**src/rtl/mdio_mgmt_pkg.sv**
```systemverilog
package mdio_mgmt_pkg;

   localparam int DATA_W = 16;
   localparam int ADDR_W = 5;

   // register indices seen by software
   localparam logic [2:0] RA_CFG   = 3'd0;
   localparam logic [2:0] RA_CMD   = 3'd1;
   localparam logic [2:0] RA_ADDR  = 3'd2;
   localparam logic [2:0] RA_WDATA = 3'd3;
   localparam logic [2:0] RA_RDATA = 3'd4;
   localparam logic [2:0] RA_IND   = 3'd5;

   // field positions
   localparam int CFG_RST_BIT  = 15;
   localparam int CFG_SEL_LSB  = 2;
   localparam int CMD_READ_BIT = 0;
   localparam int CMD_SCAN_BIT = 1;
   localparam int ADDR_PHY_LSB = 8;
   localparam int IND_BUSY_BIT = 0;
   localparam int IND_NV_BIT   = 2;
   localparam int IND_LF_BIT   = 3;

   // PHY status register and its link bit
   localparam logic [ADDR_W-1:0] PHY_STATUS_REG = 5'd1;
   localparam int                PHY_LINK_BIT   = 2;

   typedef struct packed {
      logic              is_read;
      logic [ADDR_W-1:0] phy;
      logic [ADDR_W-1:0] regn;
      logic [DATA_W-1:0] wdata;
   } mdio_req_t;

endpackage

```
**src/rtl/mdio_clk_div.sv**
```systemverilog
module mdio_clk_div #(
   parameter int SEL_W = 4
) (
   input  logic             clk,
   input  logic             rst_n,
   input  logic             en,
   input  logic [SEL_W-1:0] sel,
   output logic             mdc,
   output logic             rise_tick,
   output logic             fall_tick
);
   // half period = 2*sel + 4 clocks
   localparam int CNT_W = SEL_W + 3;

   logic [CNT_W-1:0] cnt_q;
   logic [CNT_W-1:0] half_m1;
   logic             wrap;

   always_comb begin
      half_m1   = CNT_W'({sel, 1'b0}) + CNT_W'(3);
      wrap      = en && (cnt_q == half_m1);
      rise_tick = wrap && !mdc;
      fall_tick = wrap && mdc;
   end

   always_ff @(posedge clk) begin
      if (!rst_n) begin
         cnt_q <= '0;
         mdc   <= 1'b0;
      end else if (!en) begin
         cnt_q <= '0;
         mdc   <= 1'b0;
      end else if (wrap) begin
         cnt_q <= '0;
         mdc   <= !mdc;
      end else begin
         cnt_q <= cnt_q + CNT_W'(1);
      end
   end

   // the clock rests low whenever the divider is off
   a_r8_low_when_off: assert property (@(posedge clk) disable iff (!rst_n)
      !en |=> !mdc);
   // a single edge event per clock
   a_r8_one_edge: assert property (@(posedge clk) disable iff (!rst_n)
      $onehot0({rise_tick, fall_tick}));

endmodule

```
**src/rtl/mdio_frame_engine.sv**
```systemverilog
module mdio_frame_engine
   import mdio_mgmt_pkg::*;
#(
   parameter int PRE_BITS = 32,
   parameter int IN_SYNC  = 2
) (
   input  logic              clk,
   input  logic              rst_n,
   input  logic              abort,
   input  logic              start,
   input  mdio_req_t         req,
   input  logic              mdc_rise,
   input  logic              mdc_fall,
   input  logic              mdio_i,
   output logic              busy,
   output logic              done_read,
   output logic [DATA_W-1:0] rd_data,
   output logic [ADDR_W-1:0] cur_reg,
   output logic              mdio_o,
   output logic              mdio_oe
);
   localparam int FRAME_W = PRE_BITS + 32;
   localparam int IDX_W   = $clog2(FRAME_W + 1);
   localparam logic [IDX_W-1:0] LAST_IDX = IDX_W'(FRAME_W - 1);
   localparam logic [IDX_W-1:0] TA_IDX   = IDX_W'(PRE_BITS + 14);
   localparam logic [IDX_W-1:0] DATA_IDX = IDX_W'(PRE_BITS + 16);

   logic [FRAME_W-1:0] sh_q;
   logic [FRAME_W-1:0] load_v;
   logic [IDX_W-1:0]   idx_q;
   logic               rd_q;
   logic [DATA_W-1:0]  cap_q;
   logic               din;
   logic               last_fall;

   generate
      if (IN_SYNC == 0) begin : g_direct
         assign din = mdio_i;
      end else begin : g_sync
         logic [IN_SYNC-1:0] s_q;
         always_ff @(posedge clk) begin
            if (!rst_n) s_q <= '1;
            else        s_q <= (s_q << 1) | IN_SYNC'(mdio_i);
         end
         assign din = s_q[IN_SYNC-1];
      end
   endgenerate

   always_comb begin
      load_v = {{PRE_BITS{1'b1}}, 2'b01,
                req.is_read ? 2'b10 : 2'b01,
                req.phy, req.regn,
                req.is_read ? 2'b11 : 2'b10,
                req.is_read ? {DATA_W{1'b1}} : req.wdata};
      last_fall = busy && mdc_fall && (idx_q == LAST_IDX);
      done_read = last_fall && rd_q && !abort;
      rd_data   = cap_q;
      mdio_o    = busy ? sh_q[FRAME_W-1] : 1'b1;
      mdio_oe   = busy && !(rd_q && (idx_q >= TA_IDX));
   end

   always_ff @(posedge clk) begin
      if (!rst_n) begin
         busy    <= 1'b0;
         sh_q    <= '1;
         idx_q   <= '0;
         rd_q    <= 1'b0;
         cap_q   <= '0;
         cur_reg <= '0;
      end else if (abort) begin
         busy  <= 1'b0;
         sh_q  <= '1;
         idx_q <= '0;
         rd_q  <= 1'b0;
      end else if (!busy) begin
         if (start) begin
            busy    <= 1'b1;
            sh_q    <= load_v;
            idx_q   <= '0;
            rd_q    <= req.is_read;
            cur_reg <= req.regn;
         end
      end else begin
         if (mdc_rise && rd_q && (idx_q >= DATA_IDX))
            cap_q <= {cap_q[DATA_W-2:0], din};
         if (mdc_fall) begin
            if (idx_q == LAST_IDX) begin
               busy <= 1'b0;
               rd_q <= 1'b0;
            end else begin
               sh_q  <= {sh_q[FRAME_W-2:0], 1'b1};
               idx_q <= idx_q + IDX_W'(1);
            end
         end
      end
   end

   // the bit position only moves on a falling management clock
   a_r3_idx_on_fall: assert property (@(posedge clk) disable iff (!rst_n)
      busy && !abort && !mdc_fall |=> $stable(idx_q));
   // the line is released on the last bit of a read frame
   a_r4_release_end: assert property (@(posedge clk) disable iff (!rst_n)
      done_read |-> !mdio_oe);

endmodule

```
**src/rtl/mdio_mgmt_master.sv**
```systemverilog
module mdio_mgmt_master
   import mdio_mgmt_pkg::*;
#(
   parameter int PRE_BITS      = 32,
   parameter int SEL_W         = 4,
   parameter int IN_SYNC       = 2,
   parameter int CFG_RESET_SEL = 8
) (
   input  logic        clk,
   input  logic        rst_n,
   input  logic        reg_wr,
   input  logic [2:0]  reg_addr,
   input  logic [15:0] reg_wdata,
   output logic [15:0] reg_rdata,
   output logic        mdc,
   output logic        mdio_o,
   output logic        mdio_oe,
   input  logic        mdio_i
);
   generate
      if (PRE_BITS < 1 || PRE_BITS > 64) begin : g_bad_pre
         $error("PRE_BITS out of range");
      end
      if (SEL_W < 1 || SEL_W > 8) begin : g_bad_sel
         $error("SEL_W out of range");
      end
      if (IN_SYNC < 0 || IN_SYNC > 3) begin : g_bad_sync
         $error("IN_SYNC must stay below the shortest half period");
      end
      if (CFG_RESET_SEL < 0 || CFG_RESET_SEL >= (1 << SEL_W)) begin : g_bad_rst
         $error("CFG_RESET_SEL does not fit SEL_W");
      end
   endgenerate

   logic                 cfg_rst_q;
   logic [SEL_W-1:0]     sel_q;
   logic [1:0]           cmd_q;
   logic [ADDR_W-1:0]    phy_q, reg_q;
   logic [DATA_W-1:0]    wdata_q, rdata_q;
   logic                 nv_q, lf_q;

   logic                 busy, done_read, mdc_rise, mdc_fall;
   logic                 launch_rd, launch_wr, start, div_en;
   logic [DATA_W-1:0]    eng_rd;
   logic [ADDR_W-1:0]    eng_reg;
   mdio_req_t            req;

   always_comb begin
      launch_wr = reg_wr && (reg_addr == RA_WDATA) && !busy && !cfg_rst_q;
      launch_rd = reg_wr && (reg_addr == RA_CMD) && reg_wdata[CMD_READ_BIT]
                  && !cmd_q[CMD_READ_BIT] && !busy && !cfg_rst_q;
      start       = launch_wr || launch_rd;
      req.is_read = launch_rd;
      req.phy     = phy_q;
      req.regn    = reg_q;
      req.wdata   = reg_wdata;
      div_en      = busy && !cfg_rst_q;
   end

   mdio_clk_div #(.SEL_W(SEL_W)) u_div (
      .clk       (clk),
      .rst_n     (rst_n),
      .en        (div_en),
      .sel       (sel_q),
      .mdc       (mdc),
      .rise_tick (mdc_rise),
      .fall_tick (mdc_fall)
   );

   mdio_frame_engine #(.PRE_BITS(PRE_BITS), .IN_SYNC(IN_SYNC)) u_eng (
      .clk       (clk),
      .rst_n     (rst_n),
      .abort     (cfg_rst_q),
      .start     (start),
      .req       (req),
      .mdc_rise  (mdc_rise),
      .mdc_fall  (mdc_fall),
      .mdio_i    (mdio_i),
      .busy      (busy),
      .done_read (done_read),
      .rd_data   (eng_rd),
      .cur_reg   (eng_reg),
      .mdio_o    (mdio_o),
      .mdio_oe   (mdio_oe)
   );

   always_ff @(posedge clk) begin
      if (!rst_n) begin
         cfg_rst_q <= 1'b0;
         sel_q     <= SEL_W'(CFG_RESET_SEL);
         cmd_q     <= '0;
         phy_q     <= '0;
         reg_q     <= '0;
         wdata_q   <= '0;
         rdata_q   <= '0;
         nv_q      <= 1'b0;
         lf_q      <= 1'b0;
      end else begin
         if (reg_wr) begin
            case (reg_addr)
               RA_CFG: begin
                  cfg_rst_q <= reg_wdata[CFG_RST_BIT];
                  sel_q     <= reg_wdata[CFG_SEL_LSB +: SEL_W];
               end
               RA_CMD:   cmd_q   <= reg_wdata[1:0];
               RA_ADDR: begin
                  phy_q <= reg_wdata[ADDR_PHY_LSB +: ADDR_W];
                  reg_q <= reg_wdata[ADDR_W-1:0];
               end
               RA_WDATA: wdata_q <= reg_wdata;
               default: ;
            endcase
         end
         if (cfg_rst_q) begin
            nv_q <= 1'b0;
            lf_q <= 1'b0;
         end else if (launch_rd) begin
            nv_q <= 1'b1;
         end else if (done_read) begin
            nv_q    <= 1'b0;
            rdata_q <= eng_rd;
            if (eng_reg == PHY_STATUS_REG)
               lf_q <= !eng_rd[PHY_LINK_BIT];
         end
      end
   end

   always_comb begin
      reg_rdata = '0;
      case (reg_addr)
         RA_CFG: begin
            reg_rdata[CFG_RST_BIT]              = cfg_rst_q;
            reg_rdata[CFG_SEL_LSB +: SEL_W]     = sel_q;
         end
         RA_CMD:   reg_rdata[1:0] = cmd_q;
         RA_ADDR: begin
            reg_rdata[ADDR_PHY_LSB +: ADDR_W] = phy_q;
            reg_rdata[ADDR_W-1:0]             = reg_q;
         end
         RA_WDATA: reg_rdata = wdata_q;
         RA_RDATA: reg_rdata = rdata_q;
         RA_IND: begin
            reg_rdata[IND_BUSY_BIT] = busy;
            reg_rdata[IND_NV_BIT]   = nv_q;
            reg_rdata[IND_LF_BIT]   = lf_q;
         end
         default: ;
      endcase
   end

   // a launch shows BUSY on the next clock
   a_r5_busy_on_launch: assert property (@(posedge clk) disable iff (!rst_n)
      start |=> busy);
   // NOTVALID never outlives BUSY
   a_r6_nv_needs_busy: assert property (@(posedge clk) disable iff (!rst_n)
      nv_q |-> busy);
   // read data only changes while a frame is in flight
   a_r6_rdata_hold: assert property (@(posedge clk) disable iff (!rst_n)
      !busy |=> $stable(rdata_q));
   // abort silences the bus on the next clock
   a_r7_abort_quiet: assert property (@(posedge clk) disable iff (!rst_n)
      cfg_rst_q |=> (!busy && !mdc && !mdio_oe && !nv_q && !lf_q));

endmodule

```
**config.mk**
```make
export PLATFORM = sky130hd
export DESIGN_NAME = mdio_mgmt_master
export DESIGN_NICKNAME = d
export VERILOG_FILES = /design/src/rtl/mdio_mgmt_pkg.sv /design/src/rtl/mdio_clk_div.sv /design/src/rtl/mdio_frame_engine.sv /design/src/rtl/mdio_mgmt_master.sv
export SDC_FILE = /design/constraint.sdc
export NUM_CORES = 1
export LEC_CHECK = 0
export BUFFER_PORTS_ARGS = -buffer_cell sky130_fd_sc_hd__buf_4
export CORE_MARGIN = 2
export CORE_UTILIZATION = 60
export DETAILED_ROUTE_END_ITERATION = 7
export GPL_ROUTABILITY_DRIVEN = 0
export PLACE_DENSITY = 0.79
export SLEW_MARGIN = 40
export SYNTH_ARGS = -nofsm -noshare
export SYNTH_HDL_FRONTEND = slang
export SYNTH_SLANG_ARGS = --single-unit
```
**constraint.sdc**
```tcl
create_clock -name clk -period 2.3 [get_ports clk]
set_clock_uncertainty 0.1 [all_clocks]
set_input_delay 0.23 -clock clk [delete_from_list [all_inputs] [get_ports clk]]
set_output_delay 0.23 -clock clk [all_outputs]
set_load 0.1 [all_outputs]
```
==> results.cfg <==
[yosys]
synth_nets = 735
synthTopCellsByArea = dfxtp_1 47%, mux2i_1 15%, nand2_1 6.9%
syn_inst = 708
async_flop_share_pct = 0
synth_edf_count = 0
syn_area_sq_um = 6630
yosysTopAreaCell = dfxtp_1
synth_flop_cell = dfxtp_1
synth_cell_types = 55
synth_top_area_share_pct = 46.8
ys_ff_latch = 155
ys_warn_count = 0
synth-seq-area-share_pct = 46.8
syn_area_per_cell_sq_um = 9.36

[timing]
fin_crit_sh_pct = 96.3
maxSlewViolCount = 0
max_slew.worst_pin.slew_ns = 0.656
max_slew_margin_pct = 56.3
period_needed_ns = 2.21
final-hold-violation-count = 0
fmax_mhz = 452
rsz0062_at_grt = yes
whs_ns = 0.0351
setup_viol = 0

[place]
dpl.hpwl_mm = 10.5
portBuffers = 41
post_dp_cell_area_sq_um = 7120

[worst_setup_path]
startpoint = sel_q[1]
critPathTopFamily = simple AND/OR/NAND/NOR gates
crit_path_max_incr_delay_ns = 0.53
crit_required_ns = 2.67
cp_max_fo = 13
ff2ff_path_depth = 6
crit_type = reg2reg
endpoint = u_eng.idx_q[4]
crit_slowest_cell = or4_1
critPathBufInv = 0
cp-start-kind = register
cp.arrival_ns = 2.58
endpoint_kind = register
r2r_end = u_eng.idx_q[4]
path_cells = ha_1 > nor3b_1 > o21ai_0 > a211o_4 > or4_1 > a21oi_1
r2r_start = sel_q[1]
r2r_slack_ns = 0.09
path_depth = 6

[detailed_routing]
dr.pass1.iters = 6
drt_wl_total_mm = 15.7
drt-initial-drc-count = 440
drtAntennaViolNets = 0
drc_errors = 0
avgViaCountPerCell = 5.80
wl_per_cell_microns = 17.2
vias = 5295

[cells_and_area]
top_register = u_eng.sh_q
largest_reg_flops = 64
fin_util_pct = 73.6
area_delta_synth_final_pct = 19.8
final.fill_count = 762
n_antenna_cell = 0
final_cell_mix = 152 x dfxtp_1, 121 x nand2_1, 102 x mux2i_1
final_common_cell = dfxtp_1
drive_gt1_share_pct = 15.5
postLayoutCellArea_sq_um = 7940
nets = 789

[clocking]
cts_sinks = 155
cts_tree = done
numCtsBuffers = 17
clk_pin_slew_ns = 0.06
cts.htree.levels = 4
insertion_delay_ns = 0.53
clockBufferDepth = 2
root_buffer = clkbuf_8

[grt]
antenna_found_initial = 0
grt_max_degree = 74
grt_util_all_layers_pct = 28.0
grt_first_pass_wirelength_mm = 25.4
overflow = 0
first_global_vias = 5256

[floorplan]
die_w_microns = 109
fp-row-count = 38
fp.coreArea_sq_um = 10800
initial_utilization_pct = 61.4
die-area_sq_um = 11900
ios = 42
fp.dieH_microns = 109

[pwr]
power_leakage_nw = 3.11
ir_drop_v = 0.000868
p_per_area_nw_per_um2 = 734

[run_status]
status = completed

[job]
drv_cap = 0

[worst_hold_path]
hp-class = in2reg
-- per-layer routing --
metal	part of all wire, %	up-vias	GRT usage, %
met5	0	-	0
met1	43	2515	33.1
li1	-	2576	-
met2	50	160	47.6
met3	4.3	44	7.17
met4	2.8	0	12.6
-- through the flow --
stage	power [mW]	setup WS [ns]	std cells	TNS [ns]
2_1_floorplan	3.05	-0.450	708	-0.579
3_3_place_gp	3.15	0.155	863	0
3_5_place_dp	3.16	0.00114	863	0
4_1_cts	5.85	0.00824	911	0
5_1_grt	6.00	-0.00762	913	-0.00762
6_report	5.82	0.0857	913	0
-- cell usage after synthesis, types with 2 or more instances --
| library cell | count |
|---|---|
| dfxtp_1 | 155 |
| nand2_1 | 121 |
| mux2i_1 | 102 |
| nor2_1 | 59 |
| a21boi_0 | 32 |
| clkbuf_1 | 27 |
| nor2b_1 | 24 |
| a2bb2oi_1 | 17 |
| nand3_1 | 15 |
| a21oi_1 | 14 |
| o21ai_0 | 14 |
| a211oi_1 | 11 |
| buf_2 | 7 |
| buf_4 | 7 |
| nand2b_1 | 7 |
| a22oi_1 | 6 |
| o211ai_1 | 6 |
| xor2_1 | 6 |
| inv_1 | 5 |
| a22o_1 | 4 |
| and2_1 | 4 |
| buf_1 | 4 |
| ha_1 | 4 |
| o31ai_1 | 4 |
| xnor2_1 | 4 |
| buf_6 | 3 |
| nand4_1 | 3 |
| nor3_1 | 3 |
| nor3b_1 | 3 |
| nor4_1 | 3 |
| o22ai_1 | 3 |
| or3_1 | 3 |
| or4_1 | 3 |
| a221oi_1 | 2 |
| and3_1 | 2 |
| o211a_1 | 2 |
-- worst min path at each step --
stage / depth (start not counted) / slack [ns] / from / end
detailed placement: 1 / 0.30 / u_eng.g_sync.s_q[0] / u_eng.g_sync.s_q[1]
global placement: 1 / 0.29 / u_eng.g_sync.s_q[0] / u_eng.g_sync.s_q[1]
CTS: 3 / 0.003 / rst_n / u_eng.sh_q[31]
floorplan: 1 / 0.23 / mdio_i / u_eng.g_sync.s_q[0]
global route: 3 / 0.03 / rst_n / u_eng.sh_q[31]
finish: 3 / 0.04 / rst_n / u_eng.sh_q[31]
-- cell families after synthesis --
logic type	share of synthesized area [%]
adders and majority gates	0.755
muxes	15.6
xor gates and xnor gates	1.32
buffers and inverters	3.87
and+or+nand+nor	17.8
DFF	46.8
AOI/OAI and AO/OA	13.8
-- power breakdown --
| group | internal (mW) | leakage, nW | total (mW) | switching (mW) |
|---|---|---|---|---|
| clock | 1.64 | 0.276 | 2.68 | 1.04 |
| sequential | 2.72 | 1.26 | 2.75 | 0.0254 |
| combinational | 0.158 | 1.58 | 0.393 | 0.235 |
| total | 4.52 | 3.11 | 5.82 | 1.30 |
-- area by class of cell --
cell class | count | area, sq um | share of cell area, %
repair buffers | 83 | 707 | 8.90
clock buffers | 23 | 477 | 6.00
multi-input cells | 500 | 3360 | 42.4
flip-flops and latches | 155 | 3110 | 39.1
clock inverters | 7 | 90.1 | 1.13
inverters | 5 | 18.8 | 0.236
well taps | 140 | 175 | 2.21
-- worst min-delay path, stage by stage --
cell,delay [ns]
buf_4,0.13
nor2b_1,0.18
o211ai_1,0.09
-- what timing repair did --
action                     CTS  global route
setup endpoints to repair    2            45
setup buffers                1             2
hold buffers                17             0
hold endpoints to repair    50             0
pin swaps                    2             2
gates resized for setup      3            10
cloned                       0             0
Power figures use the tool's default switching activity.
